[src/rtl/hsec_pkg.sv]
package hsec_pkg;

  localparam int DATA_W = 8;

  // smallest k with 2^k - 1 >= m + k
  function automatic int check_count(int m);
    int k;
    k = 0;
    for (int t = 16; t >= 1; t--) begin
      if ((1 << t) - 1 >= m + t) k = t;
    end
    return k;
  endfunction

  localparam int CHK_W  = check_count(DATA_W);
  localparam int WORD_W = DATA_W + CHK_W;

  typedef logic [DATA_W-1:0] data_t;
  typedef logic [WORD_W-1:0] word_t;
  typedef logic [CHK_W-1:0]  syn_t;

  typedef enum logic [1:0] {
    CLS_CLEAN = 2'd0,
    CLS_CHK   = 2'd1,
    CLS_FIX   = 2'd2,
    CLS_BAD   = 2'd3
  } cls_t;

  function automatic logic is_check_pos(int p);
    return ((p & (p - 1)) == 0);
  endfunction

  // scatter data bits into non-power-of-two positions
  function automatic word_t place_data(data_t d);
    word_t w;
    int di;
    w  = '0;
    di = 0;
    for (int p = 1; p <= WORD_W; p++) begin
      if (!is_check_pos(p)) begin
        w[p-1] = d[di];
        di++;
      end
    end
    return w;
  endfunction

  // gather data bits back out of a codeword
  function automatic data_t pick_data(word_t w);
    data_t d;
    int di;
    d  = '0;
    di = 0;
    for (int p = 1; p <= WORD_W; p++) begin
      if (!is_check_pos(p)) begin
        d[di] = w[p-1];
        di++;
      end
    end
    return d;
  endfunction

  // check bits from the data positions: XOR of the position numbers of set data bits
  function automatic syn_t check_of_word(word_t w);
    syn_t c;
    c = '0;
    for (int p = 1; p <= WORD_W; p++) begin
      if (!is_check_pos(p) && w[p-1]) c = c ^ syn_t'(p);
    end
    return c;
  endfunction

  // check bits as held in the word
  function automatic syn_t stored_check(word_t w);
    syn_t c;
    for (int i = 0; i < CHK_W; i++) c[i] = w[(1 << i) - 1];
    return c;
  endfunction

  function automatic word_t put_check(word_t w, syn_t c);
    word_t r;
    r = w;
    for (int i = 0; i < CHK_W; i++) r[(1 << i) - 1] = c[i];
    return r;
  endfunction

  function automatic cls_t classify(syn_t s);
    cls_t c;
    if (s == '0)                 c = CLS_CLEAN;
    else if ($countones(s) == 1) c = CLS_CHK;
    else if (int'(s) <= WORD_W)  c = CLS_FIX;
    else                         c = CLS_BAD;
    return c;
  endfunction

  function automatic data_t repair(word_t w, syn_t s, cls_t c);
    word_t r;
    r = w;
    if (c == CLS_FIX) r[int'(s) - 1] = ~r[int'(s) - 1];
    return pick_data(r);
  endfunction

endpackage

[src/rtl/hsec_encoder.sv]
module hsec_encoder
  import hsec_pkg::*;
(
  input  logic  clk,
  input  logic  rst,
  input  logic  in_valid,
  input  data_t in_data,
  output logic  out_valid,
  output word_t out_word
);

  word_t spread;
  syn_t  chk;

  always_comb begin
    spread = place_data(in_data);
    chk    = check_of_word(spread);
  end

  always_ff @(posedge clk) begin
    if (rst) out_valid <= 1'b0;
    else     out_valid <= in_valid;
  end

  always_ff @(posedge clk) begin
    if (in_valid) out_word <= put_check(spread, chk);
  end

endmodule

[src/rtl/hsec_syndrome.sv]
module hsec_syndrome
  import hsec_pkg::*;
(
  input  word_t in_word,
  output syn_t  syn,
  output cls_t  cls
);

  always_comb begin
    syn = stored_check(in_word) ^ check_of_word(in_word);
    cls = classify(syn);
  end

endmodule

[src/rtl/hsec_corrector.sv]
module hsec_corrector
  import hsec_pkg::*;
(
  input  logic  clk,
  input  logic  rst,
  input  logic  in_valid,
  input  word_t in_word,
  input  syn_t  in_syn,
  input  cls_t  in_cls,
  output logic  out_valid,
  output data_t out_data,
  output syn_t  out_syn,
  output logic  out_clean,
  output logic  out_chk,
  output logic  out_fixed,
  output logic  out_bad
);

  logic [3:0] flag_d;

  always_comb begin
    flag_d = '0;
    flag_d[in_cls] = 1'b1;
    if (!in_valid) flag_d = '0;
  end

  always_ff @(posedge clk) begin
    if (rst) begin
      out_valid <= 1'b0;
      out_clean <= 1'b0;
      out_chk   <= 1'b0;
      out_fixed <= 1'b0;
      out_bad   <= 1'b0;
    end else begin
      out_valid <= in_valid;
      out_clean <= flag_d[CLS_CLEAN];
      out_chk   <= flag_d[CLS_CHK];
      out_fixed <= flag_d[CLS_FIX];
      out_bad   <= flag_d[CLS_BAD];
    end
  end

  always_ff @(posedge clk) begin
    if (in_valid) begin
      out_data <= repair(in_word, in_syn, in_cls);
      out_syn  <= in_syn;
    end
  end

endmodule

[src/rtl/hsec_protect.sv]
module hsec_protect
  import hsec_pkg::*;
(
  input  logic              clk,
  input  logic              rst,
  input  logic              wr_valid,
  input  logic [DATA_W-1:0] wr_data,
  output logic              enc_valid,
  output logic [WORD_W-1:0] enc_word,
  input  logic              rd_valid,
  input  logic [WORD_W-1:0] rd_word,
  output logic              dec_valid,
  output logic [DATA_W-1:0] dec_data,
  output logic [CHK_W-1:0]  dec_syndrome,
  output logic              flag_clean,
  output logic              flag_chk,
  output logic              flag_fixed,
  output logic              flag_bad
);

  syn_t rd_syn;
  cls_t rd_cls;

  hsec_encoder enc_u (
    .clk       (clk),
    .rst       (rst),
    .in_valid  (wr_valid),
    .in_data   (wr_data),
    .out_valid (enc_valid),
    .out_word  (enc_word)
  );

  hsec_syndrome syn_u (
    .in_word (rd_word),
    .syn     (rd_syn),
    .cls     (rd_cls)
  );

  hsec_corrector cor_u (
    .clk       (clk),
    .rst       (rst),
    .in_valid  (rd_valid),
    .in_word   (rd_word),
    .in_syn    (rd_syn),
    .in_cls    (rd_cls),
    .out_valid (dec_valid),
    .out_data  (dec_data),
    .out_syn   (dec_syndrome),
    .out_clean (flag_clean),
    .out_chk   (flag_chk),
    .out_fixed (flag_fixed),
    .out_bad   (flag_bad)
  );

endmodule

[config.mk]
export PLATFORM = sky130hd
export DESIGN_NAME = hsec_protect
export DESIGN_NICKNAME = d
export VERILOG_FILES = /design/src/rtl/hsec_pkg.sv /design/src/rtl/hsec_encoder.sv /design/src/rtl/hsec_syndrome.sv /design/src/rtl/hsec_corrector.sv /design/src/rtl/hsec_protect.sv
export SDC_FILE = /design/constraint.sdc
export NUM_CORES = 1
export LEC_CHECK = 0
export ABC_CLOCK_PERIOD_IN_PS = 6600
export BUFFER_PORTS_ARGS = -buffer_cell sky130_fd_sc_hd__buf_2
export CORE_UTILIZATION = 30
export CTS_CLUSTER_DIAMETER = 200
export DETAILED_ROUTE_END_ITERATION = 10
export PLACE_DENSITY = 0.59
export REMOVE_ABC_BUFFERS = 1
export SLEW_MARGIN = 20
export SYNTH_ARGS = -nofsm -noshare
export SYNTH_HDL_FRONTEND = slang
export SYNTH_SLANG_ARGS = --single-unit
[constraint.sdc]
create_clock -name clk -period 6.6 [get_ports clk]
set_clock_uncertainty 0.15 [all_clocks]
set_input_delay 0.66 -clock clk [delete_from_list [all_inputs] [get_ports clk]]
set_output_delay 0.66 -clock clk [all_outputs]
set_load 0.02 [all_outputs]
## After elaboration in Yosys (flattened, before gate mapping)

Index checks and enable logic that the tools add are counted.

| storage, ports and cells | value |
|---|---|
| output and inout port bits | 30 |
| flip-flop bits (word level) | 30 |
| word-level logic and storage cells | 132 |

| cells by class | value |
|---|---|
| reductions and logical operators | 11 |
| magnitude comparators | 19 |
| bitwise logic cells | 17 |
| multiplexer cells | 64 |
| eq/ne operators | 2 |
| add/sub/neg operators | 10 |

Operators by type and width:

| operator | count |
|---|---|
| >= comparator 32 x 1 -> 1 bit (second input constant) | 8 |
| less-than comparator 32 x 5 -> 1 bit (second input constant) | 7 |
| two-way mux 32 bit | 7 |
| adder 32 x 2 -> 32 bit (second input constant) | 6 |
| bitwise mux 8 bit | 7 |
| two-way mux 8 bit | 6 |
| adder 32 bit | 1 |
| == test 32 x 2 -> 1 bit (second input constant) | 1 |
| less-than comparator 32 x 6 -> 1 bit (second input constant) | 1 |
| two-way mux 4 bit | 8 |
| two-way mux 12 bit | 2 |
| demux 1 bit (select 3 bit) | 7 |
| NOT 2 bit | 10 |
| two-way mux 3 bit | 6 |
| two-way mux 1 bit | 13 |
| bitwise mux 12 bit | 1 |
| NOT 3 bit | 4 |
| logical AND 1 bit | 9 |
| two-way mux 2 bit | 4 |
| subtractor 4 x 1 -> 5 bit (second input constant) | 1 |
| adder 1 x 1 -> 2 bit | 2 |
| binary-select mux 1 bit (select 4 bit) | 1 |
| demux 1 bit (select 4 bit) | 1 |
| <= comparator 4 bit (second input constant) | 1 |
| 8 further kinds | 9 |

## Depth between registers and ports, before layout

| logic depth | value |
|---|---|
| depth in word-level cells | 38 |
| depth in mapped cells | 13 |

## Cells and area by module

From an unflattened synthesis, not the netlist that was laid out.

| second synthesis, totals | value |
|---|---|
| cells, all modules | 127 |
| area, all modules | 1701.6 µm² |

Modules (own cells, without submodules):

| module | area each (µm²) | instances | cells an instance | sequential area each (µm²) |
|---|---|---|---|---|
| hsec_corrector | 915.9 | 1 | 74 | 460.4 |
| hsec_encoder | 501.7 | 1 | 24 | 380.4 |
| hsec_syndrome | 284.0 | 1 | 29 | 0.0 |

## Worst setup path after synthesis

Ideal clock, no wire load.

| path | value |
|---|---|
| path kind | in2reg |
| start | input rd_word[6] |
| end | register cor_u.out_data[7], data pin |
| stages on the path | 10 |
| path buffers | 1 |
| setup time | 0.262 ns |
| arrival | 3.505 ns |
| path slack | 2.683 ns |
| required time | 6.188 ns |
| cells stage by stage | buf_2 xnor3_2 xor2_1 ha_1 inv_1 ha_1 fa_1 or3b_2 nand3_1 mux2_1 |

| on the way | value |
|---|---|
| cells in the longest elaborated chain, start to end | 29 |
| elaborated cells on any way between the ends | 46 |
| those cells by class | add/sub: 4; order compare: 3; eq/ne: 2; mux: 29; bitwise: 6; reduce/logical: 2 |

Ends and longest elaborated chain:

| element | line | source |
|---|---|---|
| start, declared | hsec_protect.sv:11 | `input logic [WORD_W-1:0] rd_word,` |
| two-way mux 3 bit | hsec_pkg.sv:68 | `if (!is_check_pos(p) && w[p-1]) c = c ^ syn_t'(p);` |
| NOT 2 bit (no source line) or two-way mux 4 bit (tied branches) | -- |  |
| two-way mux 4 bit or NOT 2 bit (tied branches) | -- |  |
| two-way mux 4 bit | hsec_pkg.sv:68 |  |
| NOT 3 bit (no source line) | -- |  |
| two-way mux 4 bit (2 in series) | hsec_pkg.sv:68 |  |
| bitwise XOR 4 bit | hsec_syndrome.sv:10 | `syn = stored_check(in_word) ^ check_of_word(in_word);` |
| subtractor 4 x 1 -> 5 bit or adder 1 x 1 -> 2 bit (tied branches) | hsec_pkg.sv:99, hsec_pkg.sv:90 |  |
| [12 not listed] | -- |  |
| two-way mux 8 bit | hsec_corrector.sv:44 | `if (in_valid) begin` |
| bitwise mux 8 bit | hsec_pkg.sv:56 | `d[di] = w[p-1];` |
| two-way mux 8 bit | hsec_corrector.sv:44 |  |
| bitwise mux 8 bit | hsec_pkg.sv:56 |  |
| two-way mux 8 bit | hsec_corrector.sv:44 |  |
| bitwise mux 8 bit | hsec_pkg.sv:56 |  |
| two-way mux 8 bit | hsec_corrector.sv:44 |  |
| bitwise mux 8 bit (*) | hsec_pkg.sv:56 |  |
| end signal, assigned | hsec_corrector.sv:45 | `out_data <= repair(in_word, in_syn, in_cls);` |
| end, declared | hsec_corrector.sv:11 | `output data_t out_data,` |

Every way passes the cells marked *; elsewhere a longest branch is shown, timed or not. The select of a mux whose other input is x is not followed.
A chain may end at the register's enable or synchronous reset.

## Worst setup path in the final report

| path | value |
|---|---|
| start | input rd_word[2] |
| end | register cor_u.out_data[1], data pin |

| on the way | value |
|---|---|
| cells in the longest elaborated chain, start to end | 34 |
| elaborated cells on any way between the ends | 50 |
| those cells by class | add/sub: 3; order compare: 3; eq/ne: 2; mux: 32; bitwise: 8; reduce/logical: 2 |

Ends and longest elaborated chain:

| element | line | source |
|---|---|---|
| two-way mux 2 bit (*) | hsec_pkg.sv:68 |  |
| two-way mux 3 bit (*) | hsec_pkg.sv:68 |  |
| NOT 2 bit (no source line) | -- |  |
| two-way mux 3 bit (*) | hsec_pkg.sv:68 |  |
| NOT 3 bit (no source line) | -- |  |
| two-way mux 3 bit (*) | hsec_pkg.sv:68 |  |
| two-way mux 4 bit (*) | hsec_pkg.sv:68 |  |
| NOT 2 bit (no source line) | -- |  |
| [5 not listed] | -- |  |
| net cor_u.in_syn[1] | hsec_corrector.sv:8 | `input syn_t in_syn,` |
| [13 not listed] | -- |  |
| two-way mux 8 bit | hsec_corrector.sv:44 |  |
| bitwise mux 8 bit | hsec_pkg.sv:56 |  |
| two-way mux 8 bit | hsec_corrector.sv:44 |  |
| bitwise mux 8 bit | hsec_pkg.sv:56 |  |
| two-way mux 8 bit | hsec_corrector.sv:44 |  |
| bitwise mux 8 bit | hsec_pkg.sv:56 |  |
| two-way mux 8 bit | hsec_corrector.sv:44 |  |
| bitwise mux 8 bit (*) | hsec_pkg.sv:56 |  |

The timed path passes the listed nets; every way through them passes the cells marked *. The select of a mux whose other input is x is not followed.

==> impl_metrics.prom <==
# TYPE chip_impl_metric gauge
chip_impl_metric{name="layout.area.seq",unit="sq um"} 841
chip_impl_metric{name="grtUsageTotal",unit=""} 0.134
chip_impl_metric{name="post_cts_hold_buffer_count",unit=""} 0
chip_impl_metric{name="gpl.final_weighted_congestion",unit=""} 0.930
chip_impl_info{name="worstHoldPathType",value="input pin to flip-flop"} 1
chip_impl_metric{name="initial_antenna_violation_count",unit=""} 0
chip_impl_metric{name="vdd_ir_drop_max",unit="mV"} 0.118
chip_impl_metric{name="core-area",unit="sq um"} 5610
chip_impl_metric{name="pre_cts_ws",unit="ps"} 2240
chip_impl_metric{name="h-tree-depth",unit=""} 2
chip_impl_metric{name="synth_area",unit="sq um"} 1770
chip_impl_metric{name="clkTransAtPathRegs",unit="ps"} 60
chip_impl_metric{name="postSynth.asyncResetShare",unit=""} 0
chip_impl_metric{name="seq_area_frac_synth",unit=""} 0.475
chip_impl_metric{name="post_cts.resized_instances",unit=""} 0
chip_impl_metric{name="synth_seq_cells",unit=""} 30
chip_impl_metric{name="max-cap-violations",unit=""} 0
chip_impl_metric{name="fill_cells",unit=""} 585
chip_impl_info{name="critical_path_class",value="input pin to flip-flop"} 1
chip_impl_metric{name="arrival_time_of_the_worst_setup_path",unit="ps"} 3890
chip_impl_metric{name="wire_length_of_the_first_global_routing_pass",unit="microns"} 6290
chip_impl_metric{name="floorplan.rows",unit=""} 27
chip_impl_metric{name="drt_via_density",unit=""} 4.87
chip_impl_metric{name="power_leakage",unit="nW"} 0.917
chip_impl_metric{name="multi_input_comb_area",unit="sq um"} 883
chip_impl_metric{name="pin_count",unit=""} 54
chip_impl_metric{name="worst-path-max-fanout",unit=""} 9
chip_impl_metric{name="synth_edf_count",unit=""} 24
chip_impl_metric{name="hold_slack",unit="ps"} 419
chip_impl_info{name="layout_commonest_cell",value="buf_2"} 1
chip_impl_info{name="cts_tree",value="yes"} 1
chip_impl_metric{name="grt_pass1_vias",unit=""} 1317
chip_impl_metric{name="chipHeight",unit="microns"} 78.8
chip_impl_metric{name="layout-area-overhead-vs-synth",unit="%"} 24.5
chip_impl_metric{name="grt_max_degree",unit=""} 14
chip_impl_metric{name="detail_route.wl_per_cell",unit="microns"} 14.0
chip_impl_metric{name="drt_wl_total",unit="microns"} 3860
chip_impl_metric{name="dp.final_hpwl",unit="microns"} 3120
chip_impl_metric{name="cts-buffers-inserted",unit=""} 5
chip_impl_metric{name="finalSetupTns",unit="ps"} 0
chip_impl_metric{name="initial_utilization",unit=""} 0.316
chip_impl_info{name="synth_top_flop_cell",value="edfxtp_1"} 1
chip_impl_metric{name="design.final.nets",unit=""} 230
chip_impl_metric{name="synth_cell_type_count",unit=""} 47
chip_impl_metric{name="syn_avg_cell_area",unit="sq um"} 12.2
chip_impl_metric{name="length_of_the_first_detailed_routing_pass_in_iterations",unit=""} 6
chip_impl_metric{name="tightestPinTransition",unit="ps"} 629
chip_impl_info{name="outcome",value="finished, final reports clean"} 1
chip_impl_metric{name="instances_no_fill",unit=""} 275
chip_impl_metric{name="maxClockFrequency",unit="MHz"} 248
chip_impl_metric{name="setup_slack",unit="ps"} 2560
chip_impl_info{name="unrepaired_setup_endpoints_after_global_routing",value="no"} 1
chip_impl_metric{name="insertedDiodeCount",unit=""} 0
chip_impl_metric{name="layout_min_cycle_time",unit="ps"} 4040
chip_impl_metric{name="timing.final.max_slew_violations",unit=""} 0
chip_impl_metric{name="detail-route-antenna-nets",unit=""} 0
chip_impl_metric{name="report.final.setup_viol",unit=""} 0
chip_impl_metric{name="drive_gt1_frac",unit=""} 0.369
chip_impl_metric{name="yosys_warnings",unit=""} 0
chip_impl_info{name="layout.cells.most_common_list",value="buf_2, edfxtp_1, xnor2_1"} 1
chip_impl_metric{name="final_hold_viol_count",unit=""} 0
chip_impl_metric{name="dieWidth",unit="microns"} 78.8
chip_impl_metric{name="worstPathRequired",unit="ps"} 6460
chip_impl_metric{name="postCtsSetupRepairBufs",unit=""} 0
chip_impl_info{name="root_buffer",value="clkbuf_8"} 1
chip_impl_info{name="start_kind",value="input pin"} 1
chip_impl_metric{name="timing.final.crit_share",unit=""} 0.612
chip_impl_metric{name="synth_cells",unit=""} 145
chip_impl_metric{name="cts_max_path_buffers",unit=""} 2
chip_impl_metric{name="power.density_cell_area",unit="nW/um^2"} 303
chip_impl_metric{name="utilization_of_the_core_after_routing",unit=""} 0.393
chip_impl_metric{name="numPlacedInstances",unit=""} 267
chip_impl_metric{name="remaining_drc_errors",unit=""} 0
chip_impl_metric{name="cts.sink_count",unit=""} 30
chip_impl_info{name="worstSetupEndpointType",value="flip-flop"} 1
chip_impl_metric{name="grt_overflow_total",unit=""} 0
chip_impl_metric{name="placement.io_buffers",unit=""} 53
chip_impl_metric{name="worst_slew_margin_rel",unit=""} 0.579
chip_impl_metric{name="via_count",unit=""} 1340
chip_impl_metric{name="first_iter_violations",unit=""} 48
chip_impl_metric{name="floorplan.die_area",unit="sq um"} 6210
layer usage:
| layer | GRT usage | part of all wire |
|---|---|---|
| met5 | 0 | 0 |
| met4 | 0.0564 | 0.022 |
| met3 | 0.0391 | 0.080 |
| met2 | 0.214 | 0.45 |
| met1 | 0.169 | 0.45 |
cell usage after synthesis, types with 2 or more instances:
cell type  instances  area [sq um]
nor2b_1            3          18.8
edfxtp_1          24           721
nor3_1             4          20.0
xnor3_2            2          47.6
o21ai_0            3          15.0
inv_2              2          7.51
ha_1               3          37.5
mux2_1             3          33.8
o211ai_1           3          22.5
nor2_1            12          45.0
dfxtp_1            6           120
xor2_1             6          52.6
nand2_1            9          33.8
inv_1              5          18.8
xnor2_1           18           158
mux2_2             4          45.0
nand3_1            3          15.0
mux2i_1            3          30.0
a21oi_1            3          15.0
xor3_1             2          47.6
power breakdown:
group          switching (mW)  total [mW]  internal [mW]
clock                  0.0619       0.146         0.0838
sequential            0.00519       0.241          0.236
combinational           0.173       0.281          0.107
total                   0.240       0.667          0.427
through the flow:
step           total power [mW]  instance area, sq um
6_report                  0.667                  2200
3_5_place_dp              0.525                  2110
4_1_cts                   0.672                  2200
5_1_grt                   0.710                  2200
3_3_place_gp              0.527                  2110
2_1_floorplan             0.446                  1760
critical path, cell delays in order:
cell,delay (ps)
buf_2,150
xnor3_2,520
xor2_1,560
inv_2,120
ha_1,390
fa_1,600
or3b_2,140
nand2_1,100
a2111o_1,390
o211ai_1,120
o211ai_1,130
worst paths after layout:
check  cells after the start  startpoint  slack [ps]                 to
max                       11  rd_word[2]        2560  cor_u.out_data[1]
min                        2         rst         420    enc_u.out_valid
state kept, by name (all words and copies together), names as in the netlist:
signal           count
cor_u.out_bad        1
cor_u.out_fixed      1
cor_u.out_syn        4
cor_u.out_valid      1
cor_u.out_data       8
enc_u.out_word      12
cor_u.out_clean      1
cor_u.out_chk        1
enc_u.out_valid      1
cell families (layout without fill, tap and decap cells):
family,count (synthesis),in the layout,synth area share
AOI/OAI and AO/OA,20,20,0.0905
xor gates and xnor gates,30,30,0.201
adders and majority gates,4,4,0.0325
buffers and inverters,11,69,0.0261
DFF,30,30,0.475
muxes,10,10,0.0615
and+or+nand+nor,40,40,0.114
final cells by class:
cell class                      count  area share
Clock buffer                        7      0.0392
Timing Repair Buffer               53       0.120
Sequential cell                    30       0.382
Clock inverter                      1     0.00227
Inverter                            8      0.0148
Multi-Input combinational cell    104       0.401
Tap cell                           72      0.0409
(Power assumes the default switching activity.)
